File: src/rtl/fpm_pkg.sv
package fpm_pkg;

    localparam int LINE_BYTES = 32;

    typedef enum logic [2:0] {
        ST_IDLE,
        ST_ROW1,
        ST_ROW2,
        ST_COL1,
        ST_COL2,
        ST_PRE
    } fpm_state_e;

    typedef struct packed {
        logic write;
        logic line;
        logic fast;
    } fpm_mode_t;

    function automatic logic row_active(fpm_state_e s);
        return (s == ST_ROW2) || (s == ST_COL1) || (s == ST_COL2);
    endfunction

    function automatic logic col_phase(fpm_state_e s);
        return (s == ST_COL1) || (s == ST_COL2);
    endfunction

    function automatic logic row_phase(fpm_state_e s);
        return (s == ST_ROW1) || (s == ST_ROW2);
    endfunction

endpackage

File: src/rtl/fpm_seq.sv
module fpm_seq
    import fpm_pkg::*;
#(
    parameter int BEATS = 4,
    parameter int IDX_W = 2
) (
    input  logic             clk,
    input  logic             rst,
    input  logic             start,
    input  fpm_mode_t        start_mode,
    output fpm_state_e       state,
    output logic [IDX_W-1:0] beat,
    output fpm_mode_t        mode,
    output logic             done
);

    logic last_beat;

    assign last_beat = !mode.line || (beat == IDX_W'(BEATS - 1));

    always_ff @(posedge clk) begin
        if (rst) begin
            state <= ST_IDLE;
            beat  <= '0;
            mode  <= '0;
            done  <= 1'b0;
        end else begin
            done <= 1'b0;
            case (state)
                ST_IDLE: begin
                    if (start) begin
                        state <= ST_ROW1;
                        beat  <= '0;
                        mode  <= start_mode;
                    end
                end
                ST_ROW1: state <= ST_ROW2;
                ST_ROW2: state <= ST_COL1;
                ST_COL1: state <= ST_COL2;
                ST_COL2: begin
                    if (!last_beat && mode.fast) begin
                        state <= ST_COL1;
                        beat  <= beat + 1'b1;
                    end else begin
                        state <= ST_PRE;
                    end
                end
                ST_PRE: begin
                    if (last_beat) begin
                        state <= ST_IDLE;
                        done  <= 1'b1;
                    end else begin
                        state <= ST_ROW1;
                        beat  <= beat + 1'b1;
                    end
                end
                default: state <= ST_IDLE;
            endcase
        end
    end

endmodule

File: src/rtl/fpm_addr_gen.sv
module fpm_addr_gen
    import fpm_pkg::*;
#(
    parameter int ROW_W = 10,
    parameter int COL_W = 10,
    parameter int IDX_W = 2,
    parameter int MA_W  = 10
) (
    input  logic             clk,
    input  logic             rst,
    input  logic             load,
    input  logic [ROW_W-1:0] row_in,
    input  logic [COL_W-1:0] col_in,
    input  logic [IDX_W-1:0] beat,
    input  fpm_state_e       state,
    output logic [MA_W-1:0]  mem_addr,
    output logic [IDX_W-1:0] slot
);

    logic [ROW_W-1:0] row_q;
    logic [COL_W-1:0] col_q;
    logic [COL_W-1:0] col_cur;

    always_ff @(posedge clk) begin
        if (rst) begin
            row_q <= '0;
            col_q <= '0;
        end else if (load) begin
            row_q <= row_in;
            col_q <= col_in;
        end
    end

    // wrap inside the line: low index bits roll over naturally
    assign slot    = col_q[IDX_W-1:0] + beat;
    assign col_cur = {col_q[COL_W-1:IDX_W], slot};

    always_comb begin
        mem_addr = '0;
        if (row_phase(state))
            mem_addr = MA_W'(row_q);
        else if (col_phase(state))
            mem_addr = MA_W'(col_cur);
    end

endmodule

File: src/rtl/fpm_datapath.sv
module fpm_datapath
    import fpm_pkg::*;
#(
    parameter int DATA_W = 64,
    parameter int BEATS  = 4,
    parameter int IDX_W  = 2,
    localparam int LINE_W = DATA_W * BEATS
) (
    input  logic              clk,
    input  logic              rst,
    input  logic              load,
    input  logic              is_write,
    input  fpm_state_e        state,
    input  logic [IDX_W-1:0]  slot,
    input  logic [LINE_W-1:0] wline,
    input  logic [DATA_W-1:0] dq_i,
    output logic [LINE_W-1:0] rline,
    output logic [DATA_W-1:0] dq_o,
    output logic              dq_oe
);

    logic [LINE_W-1:0] wline_q;

    always_ff @(posedge clk) begin
        if (rst) begin
            wline_q <= '0;
            rline   <= '0;
        end else begin
            if (load)
                wline_q <= wline;
            if (state == ST_COL2 && !is_write)
                rline[slot*DATA_W +: DATA_W] <= dq_i;
        end
    end

    assign dq_o  = wline_q[slot*DATA_W +: DATA_W];
    assign dq_oe = is_write && col_phase(state);

endmodule

File: src/rtl/fpm_burst_ctrl.sv
module fpm_burst_ctrl
    import fpm_pkg::*;
#(
    parameter int DATA_W = 64,
    parameter int ROW_W  = 10,
    parameter int COL_W  = 10,
    localparam int BUS_BYTES = DATA_W / 8,
    localparam int BEATS  = LINE_BYTES / BUS_BYTES,
    localparam int IDX_W  = $clog2(BEATS),
    localparam int ADDR_W = ROW_W + COL_W,
    localparam int MA_W   = (ROW_W > COL_W) ? ROW_W : COL_W,
    localparam int LINE_W = DATA_W * BEATS
) (
    input  logic              clk,
    input  logic              rst,
    input  logic              cfg_burst_en,
    input  logic              req_valid,
    input  logic              req_write,
    input  logic              req_line,
    input  logic [ADDR_W-1:0] req_addr,
    input  logic [LINE_W-1:0] req_wdata,
    output logic              req_ready,
    output logic              done,
    output logic [LINE_W-1:0] rdata,
    output logic [MA_W-1:0]   mem_addr,
    output logic              ras_n,
    output logic              cas_n,
    output logic              we_n,
    output logic [DATA_W-1:0] mem_dq_o,
    output logic              mem_dq_oe,
    input  logic [DATA_W-1:0] mem_dq_i
);

    fpm_state_e       state;
    fpm_mode_t        mode;
    fpm_mode_t        start_mode;
    logic [IDX_W-1:0] beat;
    logic [IDX_W-1:0] slot;
    logic             accept;

    assign accept     = req_valid && (state == ST_IDLE);
    assign start_mode = '{write: req_write, line: req_line, fast: cfg_burst_en};

    fpm_seq #(.BEATS(BEATS), .IDX_W(IDX_W)) u_seq (
        .clk        (clk),
        .rst        (rst),
        .start      (accept),
        .start_mode (start_mode),
        .state      (state),
        .beat       (beat),
        .mode       (mode),
        .done       (done)
    );

    fpm_addr_gen #(.ROW_W(ROW_W), .COL_W(COL_W), .IDX_W(IDX_W), .MA_W(MA_W)) u_addr (
        .clk      (clk),
        .rst      (rst),
        .load     (accept),
        .row_in   (req_addr[ADDR_W-1:COL_W]),
        .col_in   (req_addr[COL_W-1:0]),
        .beat     (beat),
        .state    (state),
        .mem_addr (mem_addr),
        .slot     (slot)
    );

    fpm_datapath #(.DATA_W(DATA_W), .BEATS(BEATS), .IDX_W(IDX_W)) u_data (
        .clk      (clk),
        .rst      (rst),
        .load     (accept),
        .is_write (mode.write),
        .state    (state),
        .slot     (slot),
        .wline    (req_wdata),
        .dq_i     (mem_dq_i),
        .rline    (rdata),
        .dq_o     (mem_dq_o),
        .dq_oe    (mem_dq_oe)
    );

    assign req_ready = (state == ST_IDLE);
    assign ras_n     = !row_active(state);
    assign cas_n     = (state != ST_COL2);
    assign we_n      = !(mode.write && (state != ST_IDLE));

endmodule

File: config.mk
export PLATFORM = sky130hd
export DESIGN_NAME = fpm_burst_ctrl
export DESIGN_NICKNAME = d
export VERILOG_FILES = /design/src/rtl/fpm_pkg.sv /design/src/rtl/fpm_seq.sv /design/src/rtl/fpm_addr_gen.sv /design/src/rtl/fpm_datapath.sv /design/src/rtl/fpm_burst_ctrl.sv
export SDC_FILE = /design/constraint.sdc
export NUM_CORES = 1
export LEC_CHECK = 0
export ABC_CLOCK_PERIOD_IN_PS = 6200
export BUFFER_PORTS_ARGS = -buffer_cell sky130_fd_sc_hd__buf_2
export CAP_MARGIN = 20
export CORE_AREA = 5 5 263 265
export DETAILED_ROUTE_END_ITERATION = 7
export DIE_AREA = 0 0 268 270
export GPL_ROUTABILITY_DRIVEN = 0
export PLACE_DENSITY = 0.51
export RECOVER_POWER = 50
export SYNTH_ARGS = -nofsm -noshare
export SYNTH_HDL_FRONTEND = slang
export SYNTH_SLANG_ARGS = --single-unit
File: constraint.sdc
create_clock -name clk -period 6.2 [get_ports clk]
set_input_delay 1.24 -clock clk [delete_from_list [all_inputs] [get_ports clk]]
set_output_delay 1.24 -clock clk [all_outputs]
set_load 0.05 [all_outputs]
# Word level (Yosys, flattened, before mapping)
# Index checks and enable logic that the tools add are counted.
[totals]
regBits = 541
input_bits = 346
output_inout_bits = 336
elab_cells = 60
[op_classes]
n_addsub = 3
eq_ne = 10
n_shift = 3
muxes = 12
bitwise = 1
n_reduce_logical = 21
[ops]
columns = ["operator", "count"]
rows = [
  ["$bwmux W256", 1],
  ["$shift A64 B34 Y256 const A", 1],
  ["$shiftx A256 B9 Y64", 1],
  ["$shiftx A64 B34 Y256", 1],
  ["$neg A8 Y34", 1],
  ["$mux W10", 2],
  ["$pmux W3 S6", 1],
  ["$eq A3 B2 Y1 const B", 2],
  ["$eq A3 B3 Y1 const B", 2],
  ["$mux W2", 3],
  ["$mux W3", 2],
  ["$pmux W2 S3", 1],
  ["$reduce_bool A3 Y1", 2],
  ["$logic_and A1 B1 Y1", 5],
  ["$logic_not A1 Y1", 5],
  ["$logic_or A1 B1 Y1", 5],
  ["$ne A2 B1 Y1 const B", 2],
  ["$reduce_and A4 Y1", 1],
  ["$eq A3 B1 Y1 const B", 1],
  ["$logic_not A3 Y1", 1],
  ["$ne A3 B3 Y1 const B", 1],
  ["$add A2 B1 Y2 const B", 1],
  ["$add A2 B2 Y2", 1],
  ["$eq A2 B2 Y1 const B", 1],
  ["5 further kinds", 6],
]

# Logic depth before layout (Yosys ltp)
# Gate-level depths: netlist of run 1.
[depth]
ltp_word = 6
mapped_depth = 13
depth_no_buf = 7

# Cells and area by module
# From an unflattened synthesis of run 1, not the netlist that was laid out.
[unflattened]
cells_unflattened = 2300
area_unflattened_um2 = 22659.2
[modules_own_cells]
columns = ["mod", "n_inst", "cells_each", "area_per_inst_um2", "seq_area_each_um2"]
rows = [
  ["fpm_datapath", 1, 2161, 21307.9, 10249.8],
  ["fpm_addr_gen", 1, 89, 897.1, 400.4],
  ["fpm_seq", 1, 44, 414.1, 180.2],
  ["fpm_burst_ctrl", 1, 6, 40.0, 0.0],
]

# Worst setup path after synthesis of run 1
# Ideal clock, no wire load.
[synth_timing]
path_kind = "register to output"
from = "register u_seq.state[0]"
to = "output port mem_addr[2]"
arrival_ps = 2203
t_required_ps = 4960
path_slack_ps = 2757
stages_incl_launch_ff = 5
path_buffers = 2
path_cell_list = "dfxtp_1 clkbuf_1 clkbuf_1 a22oi_1 o21ai_0"
[synth_via]
elab_chain_cells = 4
word_cells_on_any_way = 8
classes_between = "eq/ne: 4; mux: 2; reduce/logical: 2"
[synth_lines]
columns = ["element", "line_no", "text"]
rows = [
  ["start: declaration", "fpm_seq.sv:11", "output fpm_state_e state,"],
  ["start signal: assignment", "fpm_seq.sv:23", "state <= ST_IDLE;"],
  ["start signal: assignment", "fpm_seq.sv:32", "state <= ST_ROW1;"],
  ["start signal: assignment", "fpm_seq.sv:37", "ST_ROW1: state <= ST_ROW2;"],
  ["$eq A3 B2 Y1 / $eq A3 B3 Y1 (equally long branches)", "fpm_pkg.sv:25", "return (s == ST_COL1) || (s == ST_COL2);"],
  ["$logic_or A1 B1 Y1", "fpm_pkg.sv:25", ""],
  ["$mux W10", "fpm_addr_gen.sv:42", "else if (col_phase(state))"],
  ["$mux W10 *", "fpm_addr_gen.sv:40", "if (row_phase(state))"],
  ["end: declaration", "fpm_burst_ctrl.sv:25", "output logic [MA_W-1:0] mem_addr,"],
]
# Every way passes the cells marked *; elsewhere a longest branch is shown, timed or not.

==> results of run 1 <==
[per-layer routing]
metal	up-vias	wire (microns)	track usage
li1	9626	-	-
met1	9651	32600	0.2555
met2	673	38440	0.3480
met3	150	7152	0.06842
met4	38	2376	0.06115
met5	-	231	0
[through the flow]
stage	hold slack, ns	instances	util
3_5_place_dp	0.4413	3875	0.3758
3_3_place_gp	0.4356	3875	0.3758
2_1_floorplan	0.4321	2524	-
5_1_grt	0.4643	3991	0.4010
4_1_cts	0.4488	3984	0.4054
6_report	0.4502	4000	0.4014
[cells by family after synthesis]
kind of cell | after synthesis
multiplexers | 73
XOR/XNOR | 2
adder cells (fa/ha/maj) | 4
AO/OA/AOI/OAI | 563
flip-flops | 541
buffers and inverters | 227
AND/OR/NAND/NOR | 1114
[worst paths after layout]
path | start | end | slack (ns) | cells past startpoint
setup / recovery | rst | u_data.rline[189] | 1.28 | 4
hold / removal | u_data.wline_q[66] | u_data.wline_q[66] | 0.45 | 2
setup reg to reg | u_seq.beat[0] | u_data.rline[102] | 2.80 | 8
hold reg to reg | u_data.wline_q[66] | u_data.wline_q[66] | 0.45 | 2
[tightest hold or removal path: stages, from the launching register on]
cell and delay [ns]:
dfxtp_1 0.30, nand2_1 0.05, a21oi_1 0.05
[registers in the layout (all words and copies together) (netlist names)]
register / flops
u_seq.state: 3
u_seq.mode: 3
u_seq.beat: 2
u_addr.row_q: 10
u_data.wline_q: 256
u_seq.done: 1
u_addr.col_q: 10
u_data.rline: 256
[power groups by stage]
stage,clock [mW],combinational [mW],sequential (mW)
6_report,3.55,1.41,3.81
5_1_grt,3.78,1.53,3.82
4_1_cts,3.64,1.41,3.80
3_5_place_dp,0,1.41,3.88
3_3_place_gp,0,1.39,3.88
2_1_floorplan,0,1.01,3.83
[placed cells by master, fill, tap and decap left out, types with 16 or more instances in the layout]
cell type  count
buf_2        423
o21ai_1       16
clkbuf_16     61
nand2_1      696
clkbuf_8      17
dfxtp_1      541
nand2b_1     132
o21ai_0      120
mux4_2        64
clkbuf_1     270
nand3_1      256
a21oi_1      414
[cell type report]
type | count | area share
timing repair buffer | 701 | 0.1238
antenna | 15 | 0.001405
tap | 873 | 0.04089
inverter | 5 | 0.0007025
clock inverter | 18 | 0.005948
sequential | 541 | 0.4054
clock buffer | 91 | 0.06772
multi-input combinational | 1756 | 0.3542
==> impl_metrics.toml, run 1 <==
[power_and_ir_drop]
p_leak_nw = 9.880
clkPwrFrac = 0.405
power_density_nw_per_um2 = 328.0
power.total_mw = 8.762
internal_power_mw = 6.194
switchingPower_mw = 2.568
swShare = 0.2931
p_comb_frac = 0.161
peakVddDrop_v = 0.0002407
power_frac_seq = 0.434

[synth]
syn_area_per_cell_sq_um = 8.427
synthTopCellsByCount = "nand2_1 (699), dfxtp_1 (541), a21oi_1 (414)"
synth.most_common_cell = "nand2_1"
yosys-top-cells-area = "dfxtp_1 (51%), nand2_1 (12%), a21oi_1 (9.7%)"
synth-simple-area-share = 0.2315
synth_top_flop_cell = "dfxtp_1"
yosysTopAreaCellShare = 0.5092
yosysWarnings = 0
synth_cell_types = 38
synth-compound-area-share = 0.1341
synthMuxAreaShare = 0.07253
yosysSeqAreaShare = 0.5092
synthesis.area_sq_um = 21270
async_flop_share = 0
synth_edf_count = 0
synth_xor_area_frac = 0.001588
synth_nets = 2874
synth_top_area_cell = "dfxtp_1"
syn_inst = 2524
synth_top_family_by_area = "simple AND/OR/NAND/NOR gates"
synthAdderAreaFrac = 0.002353
synth_seq_cells = 541

[worst_setup_path]
cp.arrival_ns = 5.34
path_cells = "clkbuf_2 -> buf_4 -> nand2b_1 -> o21ai_0"
slowest_stage = "clkbuf_2"
crit_type = "in2reg"
cpLargestDelayFamily = "buffers and inverters"
cp_slowest_stage_delay_ns = 2.43
startpoint_type = "primary input"
worstPathMaxFanout = 192
cp_data_required_time_ns = 6.62
critPathCaptureType = "register"
cp_num_buf_inv = 2

[layout]
fill_cells = 7026
regArea_sq_um = 10830
multi_input_area_sq_um = 9462
final_nets = 3414
drive_gt1_frac = 0.2024
final_cell_area_sq_um = 26720
synthToLayoutAreaGrowth_pct = 25.60

[clock_network]
h-tree-depth = 2
cts_resized = 0
clockBufferDepth = 3
tritoncts = "yes"
ctsHoldBuffers = 0
clockRootBuffer = "clkbuf_16"
clk_pin_slew_ns = 0.06
post-cts-setup-buffers = 0
cts_made_buffers = 59
clock_sinks = 541
clock_latency_ns = 0.60

[timing]
finalSetupViolCount = 0
relSlewSlack = -1.457
rsz0062_at_grt = "false"
max_slew.worst_pin.slew_ns = 3.685
final.setup.tns_ns = 0
clock-skew-final_ns = 0.01227
period_minus_slack_ns = 4.920
hold_viol_final = 0
worst_slack_ns = 1.280
period_share = 0.7936
drv_slew = 192
max_freq_mhz = 203.3

[route]
ant_nets = 0
vias_per_cell = 5.035
vias = 20140
drt_first_pass_iters = 6
routed_wl_microns = 80800
drc = 0
drt_iter0_drc = 1358
wl_per_cell_microns = 20.20

[floorplanning]
die_w_microns = 268
core_sq_um = 66560
initial_core_util = 0.3195
dieArea_sq_um = 72360
ioPinCount = 682
fp.dieH_microns = 270
rows = 95

[grt]
grt_pass1_vias = 19490
antenna_found_initial = 36
grt-ovfl-total = 0
grt_max_degree = 222
grt_first_pass_wirelength_microns = 119600
grt_usage = 0.2078

[place]
pre_cts_ws_ns = 2.354
port_buffers = 681
place_area_sq_um = 25010
dp_hpwl_microns = 55000

[outcome]
status = "finished with violations"
violations = "max-capacitance violations, max-slew violations"

[hold_path]
hold_path.class = "reg2reg"

[job]
cap_violations = 1
Power figures use the tool's default switching activity.
==> inputs of run 2 (changes only) <==
--- a/config.mk
+++ b/config.mk
@@ -5,14 +5,14 @@
 export SDC_FILE = /design/constraint.sdc
 export NUM_CORES = 1
 export LEC_CHECK = 0
-export ABC_CLOCK_PERIOD_IN_PS = 6200
+export ABC_CLOCK_PERIOD_IN_PS = 5000
 export BUFFER_PORTS_ARGS = -buffer_cell sky130_fd_sc_hd__buf_2
 export CAP_MARGIN = 20
-export CORE_AREA = 5 5 263 265
+export CORE_AREA = 5 5 265 267
 export DETAILED_ROUTE_END_ITERATION = 7
-export DIE_AREA = 0 0 268 270
+export DIE_AREA = 0 0 270 272
 export GPL_ROUTABILITY_DRIVEN = 0
-export PLACE_DENSITY = 0.51
+export PLACE_DENSITY = 0.5
 export RECOVER_POWER = 50
 export SYNTH_ARGS = -nofsm -noshare
 export SYNTH_HDL_FRONTEND = slang
==> constraint.sdc (replaced) <==
create_clock -name clk -period 5 [get_ports clk]
set_input_delay 1 -clock clk [delete_from_list [all_inputs] [get_ports clk]]
set_output_delay 1 -clock clk [all_outputs]
set_load 0.05 [all_outputs]
==> run 2 against run 1 <==
Against the previous run: the flow still finishes with violations (max-capacitance violations, max-slew violations); flip-flop and latch count did not move; non-clock buffer count rose by 2; global-route usage fell by 0.055 points; clock-buffer cell count rose by 3; cell area barely moved; routed wire length rose by 0.27%; register-to-register slack got worse by 1.8 ns; clock skew barely moved; via count fell by 0.37%; cell count rose by 0.18%; sequential power rose by 24%; sequential share of layout area barely moved; critical endpoint is now u_data.wline_q[246]; largest cell class unchanged; largest power group unchanged.
==> impl_metrics.toml, run 2 (synthesis results as in run 1) <==
[outcome]
status = "finished with violations"
violations = "max-capacitance violations, max-slew violations"

[grt]
grt-ovfl-total = 0
grt_usage = 0.2073
grt_max_degree = 235
grt_pass1_vias = 19680
met3_usage = 0.06792
top_usage_layer = "met2"
gr-usage-met1 = 0.2548
grtUsageMet2 = 0.3499
antenna_found_initial = 36
grt_first_pass_wirelength_microns = 121400

[floorplanning]
fp.dieH_microns = 272
die_w_microns = 270
ioPinCount = 682
rows = 96
initial_core_util = 0.3134
dieArea_sq_um = 73440
core_sq_um = 67870

[worst_setup_path]
r2r-start = "u_seq.state[0]"
startpoint_type = "register"
cp_data_required_time_ns = 5.48
critPathCaptureType = "register"
cpLargestDelayFamily = "simple AND/OR/NAND/NOR gates"
crit_type = "reg2reg"
slowest_stage = "and2_0"
cp_slowest_stage_delay_ns = 1.66
cp.arrival_ns = 4.53
path_cells = "nor3_2 -> and2_0 -> clkbuf_1 -> nand2_1 -> a21oi_1"
reg2reg_to = "u_data.wline_q[246]"
cp_num_buf_inv = 1
worstPathMaxFanout = 39
r2r_slack_ns = 0.95
worstRegToRegCells = 5

[clock_network]
h-tree-depth = 2
clockBufferDepth = 3
post-cts-setup-buffers = 0
clk_pin_slew_ns = 0.06
clock_latency_ns = 0.61
cts_resized = 0
clock_sinks = 541
clockRootBuffer = "clkbuf_16"
ctsHoldBuffers = 0
cts_made_buffers = 60
tritoncts = "yes"

[timing]
max_freq_mhz = 247.2
drv_slew = 186
relSlewSlack = -1.102
max_slew.worst_pin.slew_ns = 3.153
final.setup.tns_ns = 0
clock-skew-final_ns = 0.01219
period_minus_slack_ns = 4.046
period_share = 0.8092
hold_viol_final = 0
finalSetupViolCount = 0
rsz0062_at_grt = "false"

[layout]
layout_commonest_cell = "nand2_1"
reg_top3 = "u_data.rline: 256 flops, u_data.wline_q: 256 flops"
final_cell_area_sq_um = 26740
final_nets = 3417
fill_cells = 7093
fin_cells = 4007
synthToLayoutAreaGrowth_pct = 25.70
final_cell_mix = "nand2_1 (696), dfxtp_1 (541), buf_2 (423)"
drive_gt1_frac = 0.2007

[place]
dp_cells = 3887
dp_hpwl_microns = 55990
place_area_sq_um = 25070
port_buffers = 681

[hold_path]
hp-start = "u_data.rline[68]"
hold_path.class = "reg2reg"
worstHoldPathCells = 2
worstHoldEndpoint = "u_data.rline[68]"

[power_and_ir_drop]
p_leak_nw = 9.885
power_density_nw_per_um2 = 408.2
power.total_mw = 10.91
peakVddDrop_v = 0.0002838

[route]
drc = 0
routed_wl_microns = 81010
vias = 20060
drt_iter0_drc = 1570
ant_nets = 0
wl_per_cell_microns = 20.22
vias_per_cell = 5.007
drt_first_pass_iters = 5

[job]
cap_violations = 2
run 2: tightest hold or removal path: stages (launching register included):
cell     delay (ns)
dfxtp_1        0.30
nand2_1        0.05
a21oi_1        0.05
run 2: layout make-up:
| type | count | area (sq um) | area share |
|---|---|---|---|
| sequential | 541 | 10830 | 0.4051 |
| multi-input combinational | 1756 | 9459 | 0.3538 |
| timing repair buffer | 703 | 3313 | 0.1239 |
| clock buffer | 94 | 1800 | 0.06734 |
| tap | 882 | 1104 | 0.04127 |
| clock inverter | 15 | 183.9 | 0.006879 |
| antenna | 11 | 27.53 | 0.001030 |
| inverter | 5 | 18.77 | 0.0007020 |
run 2: worst max path at each step:
stage / cells past startpoint / start / end
after global placement: 4 / u_seq.beat[0] / mem_dq_o[35]
after floorplan: 4 / u_seq.state[0] / mem_addr[2]
after global routing: 5 / u_seq.state[0] / u_data.wline_q[246]
after detailed placement: 7 / u_seq.beat[0] / u_data.rline[95]
after CTS: 4 / u_seq.beat[0] / mem_dq_o[32]
final: 5 / u_seq.state[0] / u_data.wline_q[246]
run 2: where the power goes:
part / internal, mW / switching [mW]
Combinational: 0.541 / 1.20
Clock: 2.66 / 1.79
Sequential: 4.55 / 0.166
Total: 7.75 / 3.16
run 2: through the flow:
step	hold slack, ns	setup slack [ns]	util
2_1_floorplan	0.4321	1.797	-
3_3_place_gp	0.4365	1.636	0.3695
3_5_place_dp	0.4402	1.581	0.3695
4_1_cts	0.4488	0.9239	0.3987
5_1_grt	0.4622	0.4314	0.3938
6_report	0.4505	0.9541	0.3940
run 2: routing by layer:
| metal | vias up | share of wire |
|---|---|---|
| met1 | 9551 | 0.41 |
| met4 | 34 | 0.031 |
| met3 | 172 | 0.081 |
| met5 | - | 0.0028 |
| met2 | 670 | 0.47 |
| li1 | 9637 | - |
